File: config.mk
export PLATFORM = sky130hd
export DESIGN_NAME = store_merge_buf
export DESIGN_NICKNAME = d
export VERILOG_FILES = /design/src/rtl/smb_pkg.sv /design/src/rtl/smb_slot.sv /design/src/rtl/smb_search.sv /design/src/rtl/store_merge_buf.sv
export SDC_FILE = /design/constraint.sdc
export NUM_CORES = 1
export LEC_CHECK = 0
export ABC_CLOCK_PERIOD_IN_PS = 15600
export BUFFER_PORTS_ARGS = -buffer_cell sky130_fd_sc_hd__clkbuf_2
export CAP_MARGIN = 10
export CELL_PAD_IN_SITES_DETAIL_PLACEMENT = 1
export CELL_PAD_IN_SITES_GLOBAL_PLACEMENT = 1
export CORE_ASPECT_RATIO = 0.7
export CORE_MARGIN = 3
export CORE_UTILIZATION = 30
export CTS_CLUSTER_SIZE = 28
export DETAILED_ROUTE_END_ITERATION = 7
export GPL_TIMING_DRIVEN = 0
export PLACE_DENSITY = 0.61
export SLEW_MARGIN = 10
export SYNTH_ARGS = -nofsm -noshare
export SYNTH_HDL_FRONTEND = slang
export SYNTH_SLANG_ARGS = --single-unit
File: constraint.sdc
create_clock -name clk -period 15.6 [get_ports clk]
set_input_delay 0.78 -clock clk [delete_from_list [all_inputs] [get_ports clk]]
set_output_delay 0.78 -clock clk [all_outputs]
set_load 0.03 [all_outputs]
File: src/rtl/smb_pkg.sv
package smb_pkg;
   typedef enum logic [1:0] {
      LK_MISS    = 2'd0,
      LK_PARTIAL = 2'd1,
      LK_FULL    = 2'd2
   } lookup_kind_e;
endpackage

File: src/rtl/smb_slot.sv
module smb_slot #(
   parameter int ADDR_W = 30,
   parameter int DATA_W = 32,
   localparam int BE_W  = DATA_W / 8
) (
   input  logic              clk,
   input  logic              rst_n,
   input  logic              alloc_i,
   input  logic              merge_i,
   input  logic              free_i,
   input  logic [ADDR_W-1:0] wr_addr_i,
   input  logic [BE_W-1:0]   wr_be_i,
   input  logic [DATA_W-1:0] wr_data_i,
   output logic              valid_o,
   output logic [ADDR_W-1:0] addr_o,
   output logic [BE_W-1:0]   be_o,
   output logic [DATA_W-1:0] data_o
);
   logic [DATA_W-1:0] wr_mask;
   logic [DATA_W-1:0] merged;

   always_comb begin
      for (int b = 0; b < BE_W; b++) begin
         wr_mask[b*8 +: 8] = {8{wr_be_i[b]}};
      end
      merged = (data_o & ~wr_mask) | (wr_data_i & wr_mask);
   end

   always_ff @(posedge clk) begin
      if (!rst_n) begin
         valid_o <= 1'b0;
         addr_o  <= '0;
         be_o    <= '0;
         data_o  <= '0;
      end else begin
         if (free_i) valid_o <= 1'b0;
         if (alloc_i) begin
            valid_o <= 1'b1;
            addr_o  <= wr_addr_i;
            be_o    <= wr_be_i;
            data_o  <= wr_data_i & wr_mask;
         end else if (merge_i) begin
            be_o    <= be_o | wr_be_i;
            data_o  <= merged;
         end
      end
   end


   slot_reuse_chk: assert property (@(posedge clk) disable iff (!rst_n)
      alloc_i |-> !valid_o);

   merge_live_chk: assert property (@(posedge clk) disable iff (!rst_n)
      merge_i |-> (valid_o && !alloc_i));
endmodule

File: src/rtl/smb_search.sv
module smb_search #(
   parameter int ADDR_W = 30,
   parameter int DEPTH  = 4,
   localparam int PTR_W = $clog2(DEPTH)
) (
   input  logic [DEPTH-1:0][ADDR_W-1:0] ent_addr_i,
   input  logic [DEPTH-1:0]             ent_en_i,
   input  logic [PTR_W-1:0]             oldest_i,
   input  logic [ADDR_W-1:0]            key_i,
   output logic                         found_o,
   output logic [PTR_W-1:0]             idx_o
);
   logic [PTR_W-1:0] slot;

   // Walk from oldest to youngest; the last match is the youngest one.
   always_comb begin
      found_o = 1'b0;
      idx_o   = '0;
      slot    = '0;
      for (int k = 0; k < DEPTH; k++) begin
         slot = oldest_i + PTR_W'(k);
         if (ent_en_i[slot] && (ent_addr_i[slot] == key_i)) begin
            found_o = 1'b1;
            idx_o   = slot;
         end
      end
   end
endmodule

File: src/rtl/store_merge_buf.sv
module store_merge_buf
   import smb_pkg::*;
#(
   parameter int ADDR_W = 30,
   parameter int DATA_W = 32,
   parameter int DEPTH  = 4,
   localparam int BE_W  = DATA_W / 8
) (
   input  logic              clk,
   input  logic              rst_n,
   input  logic              st_valid,
   output logic              st_ready,
   input  logic [ADDR_W-1:0] st_addr,
   input  logic [BE_W-1:0]   st_be,
   input  logic [DATA_W-1:0] st_data,
   input  logic [ADDR_W-1:0] ld_addr,
   input  logic [BE_W-1:0]   ld_be,
   output logic              ld_hit,
   output logic              ld_partial,
   output logic [DATA_W-1:0] ld_data,
   output logic              mem_valid,
   input  logic              mem_ready,
   output logic [ADDR_W-1:0] mem_addr,
   output logic [BE_W-1:0]   mem_be,
   output logic [DATA_W-1:0] mem_data
);
   localparam int PTR_W = $clog2(DEPTH);
   localparam int CNT_W = PTR_W + 1;

   generate
      if (DATA_W % 8 != 0 || DATA_W < 8) begin : g_bad_width
         $error("store_merge_buf: DATA_W must be a positive multiple of 8");
      end
      if (DEPTH < 2 || (1 << PTR_W) != DEPTH) begin : g_bad_depth
         $error("store_merge_buf: DEPTH must be a power of two, at least 2");
      end
   endgenerate

   logic [PTR_W-1:0] head_q, tail_q;
   logic [CNT_W-1:0] count_q;

   logic [DEPTH-1:0]             s_valid;
   logic [DEPTH-1:0][ADDR_W-1:0] s_addr;
   logic [DEPTH-1:0][BE_W-1:0]   s_be;
   logic [DEPTH-1:0][DATA_W-1:0] s_data;

   logic [DEPTH-1:0] head_onehot;
   logic [DEPTH-1:0] merge_cand;
   logic             mg_found, lk_found;
   logic [PTR_W-1:0] mg_idx, lk_idx;
   logic             full, st_fire, do_merge, do_alloc, pop;
   lookup_kind_e     lk_kind;

   assign head_onehot = DEPTH'(1) << head_q;
   assign merge_cand  = s_valid & ~head_onehot;
   assign full        = (count_q == CNT_W'(DEPTH));

   smb_search #(.ADDR_W(ADDR_W), .DEPTH(DEPTH)) u_merge_search (
      .ent_addr_i (s_addr),
      .ent_en_i   (merge_cand),
      .oldest_i   (head_q),
      .key_i      (st_addr),
      .found_o    (mg_found),
      .idx_o      (mg_idx)
   );

   smb_search #(.ADDR_W(ADDR_W), .DEPTH(DEPTH)) u_load_search (
      .ent_addr_i (s_addr),
      .ent_en_i   (s_valid),
      .oldest_i   (head_q),
      .key_i      (ld_addr),
      .found_o    (lk_found),
      .idx_o      (lk_idx)
   );

   assign st_ready = mg_found || !full;
   assign st_fire  = st_valid && st_ready;
   assign do_merge = st_fire && mg_found;
   assign do_alloc = st_fire && !mg_found;

   assign mem_valid = s_valid[head_q];
   assign mem_addr  = s_addr[head_q];
   assign mem_be    = s_be[head_q];
   assign mem_data  = s_data[head_q];
   assign pop       = mem_valid && mem_ready;

   genvar gi;
   generate
      for (gi = 0; gi < DEPTH; gi++) begin : g_slot
         smb_slot #(.ADDR_W(ADDR_W), .DATA_W(DATA_W)) u_slot (
            .clk       (clk),
            .rst_n     (rst_n),
            .alloc_i   (do_alloc && (tail_q == PTR_W'(gi))),
            .merge_i   (do_merge && (mg_idx == PTR_W'(gi))),
            .free_i    (pop && (head_q == PTR_W'(gi))),
            .wr_addr_i (st_addr),
            .wr_be_i   (st_be),
            .wr_data_i (st_data),
            .valid_o   (s_valid[gi]),
            .addr_o    (s_addr[gi]),
            .be_o      (s_be[gi]),
            .data_o    (s_data[gi])
         );
      end
   endgenerate

   always_ff @(posedge clk) begin
      if (!rst_n) begin
         head_q  <= '0;
         tail_q  <= '0;
         count_q <= '0;
      end else begin
         if (do_alloc) tail_q <= tail_q + PTR_W'(1);
         if (pop)      head_q <= head_q + PTR_W'(1);
         count_q <= count_q + CNT_W'(do_alloc) - CNT_W'(pop);
      end
   end

   always_comb begin
      if (!lk_found)                             lk_kind = LK_MISS;
      else if ((ld_be & ~s_be[lk_idx]) == '0)    lk_kind = LK_FULL;
      else                                       lk_kind = LK_PARTIAL;
   end

   assign ld_hit     = (lk_kind == LK_FULL);
   assign ld_partial = (lk_kind == LK_PARTIAL);
   assign ld_data    = s_data[lk_idx];


   mem_stable_chk: assert property (@(posedge clk) disable iff (!rst_n)
      (mem_valid && !mem_ready) |=>
         (mem_valid && $stable(mem_addr) && $stable(mem_be) && $stable(mem_data)));

   no_overflow_chk: assert property (@(posedge clk) disable iff (!rst_n)
      count_q <= CNT_W'(DEPTH));

   hit_excl_chk: assert property (@(posedge clk) disable iff (!rst_n)
      !(ld_hit && ld_partial));

   overlap_cnt_chk: assert property (@(posedge clk) disable iff (!rst_n)
      (do_alloc && pop) |=> $stable(count_q));
endmodule

==> results by group <==
Outcome
  • Status: finished, final reports clean

Final layout
  • Fill count: 7385
  • Share of cells above drive strength 1: 0.224
  • Multi-input logic area: 13300 µm²
  • FF/Latch Area: approximately 5500 µm²
  • Layout area overhead: 15.2%
  • Cell area after layout: 22800 µm²
  • Count of nets after finishing: 2286

Logic synthesis
  • Cell count after synthesis: 1984
  • Synth area leaders: dfxtp_1, mux4_2, mux2i_1
  • Count leader, synth: dfxtp_1
  • Share of the synthesized area in the top cell type: 0.278
  • Seq/Total Area, Yosys: 0.278
  • Asr flop ratio synth: 0
  • Post-synth top area cell: dfxtp_1
  • Synthesized area per cell: 9.97 µm²
  • Synthesized net count: around 2100
  • Yosys cell types: 83
  • Post-synth top flop: dfxtp_1
  • Ys Warns: 0
  • Synth cell count leaders: dfxtp_1, nand2_1, mux2i_1
  • EDFF count, synth: 0
  • Yosys reg bits: 275
  • Syn Std Cell Area: 19800 µm²

Power and ir drop
  • PD cells: about 110 nW/µm²
  • Final Power: between 2 and 3 mW
  • Peak VDD IR: 0.0589 mV
  • Leak: about 7.4 nW

Timing
  • Hold Violations, Final: 0
  • Final Max Tran Viols: 0
  • Worst Max-Slew Pin Slew: about 1.2 ns
  • Worst hold slack: 0.476 ns
  • Unrepaired setup endpoints after global routing: false
  • Final min period: 10.65 ns
  • Sum of negative setup slack: 0 ns
  • Highest clock rate: about 94 MHz
  • Final critical-path share of the clock period: 0.682
  • Number of setup violations in the final report: 0
  • Clock skew: 0.0425 ns
  • Slew margin rel.: 0.217

Global route
  • Initial antenna violation count: 9
  • Grt ovf: 0
  • Global-route wire length before repair: 152000 µm
  • Largest net degree at the start of global routing: 13
  • Total GRT Usage: 0.309
  • Vias in the first global route: approximately 19000

Detailed routing
  • Vias per Instance: 6.20
  • Via count: ~19000
  • Avg WL per Cell: 35.7 µm
  • Post-route ant nets: 0
  • Iter 0 DRT Violations: around 2400
  • First-pass iteration count of the detailed router: 6
  • DRC violations left: 0
  • Wire length reported by the detailed router: between 100000 and 150000 µm

Setup path
  • Crit. End Element: primary output
  • Slowest stage delay, CP: 0.97 ns
  • CP Max Fanout: 11
  • Worst path cell trace: buf_2, buf_2, clkinv_1, ha_1, buf_6, buf_6, buf_4, buf_2, mux4_2, xnor2_1, nand4_1, nor4_1, nand4_1, clkbuf_1, o221ai_1, clkbuf_1, clkbuf_1, nor2_1, a21oi_1, clkbuf_2
  • Crit start category: flip-flop
  • Crit path required time: 14.82 ns
  • Critical path arrival: approximately 10 ns
  • Crit-path slowest cell: nor4_1
  • Critical path class: reg -> out

Floorplanning
  • Die Ht: 221 µm
  • Core area: 65000 µm²
  • Ports: between 200 and 250
  • Initial Util: 0.304
  • Die Wd: 313 µm
  • Die Area: 69100 µm²
  • FP Rows: 78

Placed design
  • DP Area: ~22000 µm²
  • Post-DP HPWL: 86600 µm
  • # port buffers: approximately 150
  • RePlAce Congestion: 1.06

Clock network
  • Clk sink count: 275
  • Hold buffers post-CTS: 0
  • Resize count post-CTS: 0
  • Post-CTS Setup Inserts: 0
  • Longest Clk Path Bufs: 3
  • Clk_lat worst skew: ~0.58 ns
  • H-tree depth: 2
  • CTS root buf: clkbuf_16
  • Num CTS Buffers: 34
  • CTS tree: yes
  • Clock transition at path regs: 0.06 ns

Worst hold path
  • Hold WC Path Type: reg -> reg

Run
  • Max_cap viols: 0
-- worst max-delay path, delay by kind of cell, from the launching register on --
family          cells  cell delay [ns]
compound gates      2             0.69
xor+xnor            1             0.60
fa+ha+maj           1             0.51
buf+inv            11             4.69
flops               1             0.52
mux                 1             0.44
simple gates        4             1.76
-- placed cells by master, fill, tap and decap left out, types with 22 or more instances in the layout --
master / instances
a21boi_0: 41
a21oi_1: 66
a32o_1: 56
buf_1: 41
buf_2: 25
buf_6: 23
clkbuf_1: 79
clkbuf_16: 37
clkbuf_2: 149
dfxtp_1: 275
inv_1: 22
mux2_2: 43
mux2i_1: 195
mux4_2: 150
nand2_1: 202
nand4_1: 51
nor2_1: 48
nor2b_1: 111
o21ai_0: 84
xnor2_1: 175
xor2_1: 49
-- stage by stage --
stage          cells   util  setup slack, ns
5_1_grt         3073  0.350             4.92
6_report        3075  0.350             4.95
3_5_place_dp    3015  0.333             6.09
3_3_place_gp    3013  0.333             6.07
4_1_cts         3071  0.350             5.47
2_1_floorplan   1984      -             9.44
-- worst paths after layout --
| kind | start | to | slack [ns] | depth (start not counted) |
|---|---|---|---|---|
| min reg2reg | flip-flop | flip-flop | 0.48 | 2 |
| min | flip-flop | flip-flop | 0.48 | 2 |
| max | head_q[1] | ld_data[21] | 4.95 | 20 |
| max reg2reg | head_q[1] | count_q[2] | 6.37 | 24 |
-- report_power, final --
part           internal [mW]  switching [mW]  total (mW)
sequential             0.750          0.0653       0.815
combinational          0.309           0.601       0.910
clock                  0.482           0.347       0.829
-- routing by layer --
metal  global-route usage  routed length (µm)  vias up  part of all wire
met1                0.465               50700    10100              0.46
met2                0.419               43300     1089              0.39
met4               0.0739                2740        6             0.025
met5              0.00344                  36        -           0.00033
met3                0.101               13000      182              0.12
li1                     -                   -     7733                 -
-- cells by family (layout without fill, tap and decap cells) --
group,count (synthesis),count (layout),synth area share
AOI/OAI and AO/OA,364,364,0.131
other,0,4,0
DFF,275,275,0.278
and+or+nand+nor,518,518,0.135
adders and majority gates,11,11,0.00734
xor gates and xnor gates,224,224,0.0992
buffers and inverters,198,405,0.0515
muxes,394,394,0.297
-- final cells by class --
type,count,share of cell area
inverters,23,0.00379
clock inverters,8,0.00445
multi-input cells,1511,0.582
diodes,4,0.000439
repair buffers,151,0.0337
well taps,880,0.0483
plain buffers,175,0.0410
flip-flops and latches,275,0.242
clock buffers,48,0.0442
(Power assumes the default switching activity.)
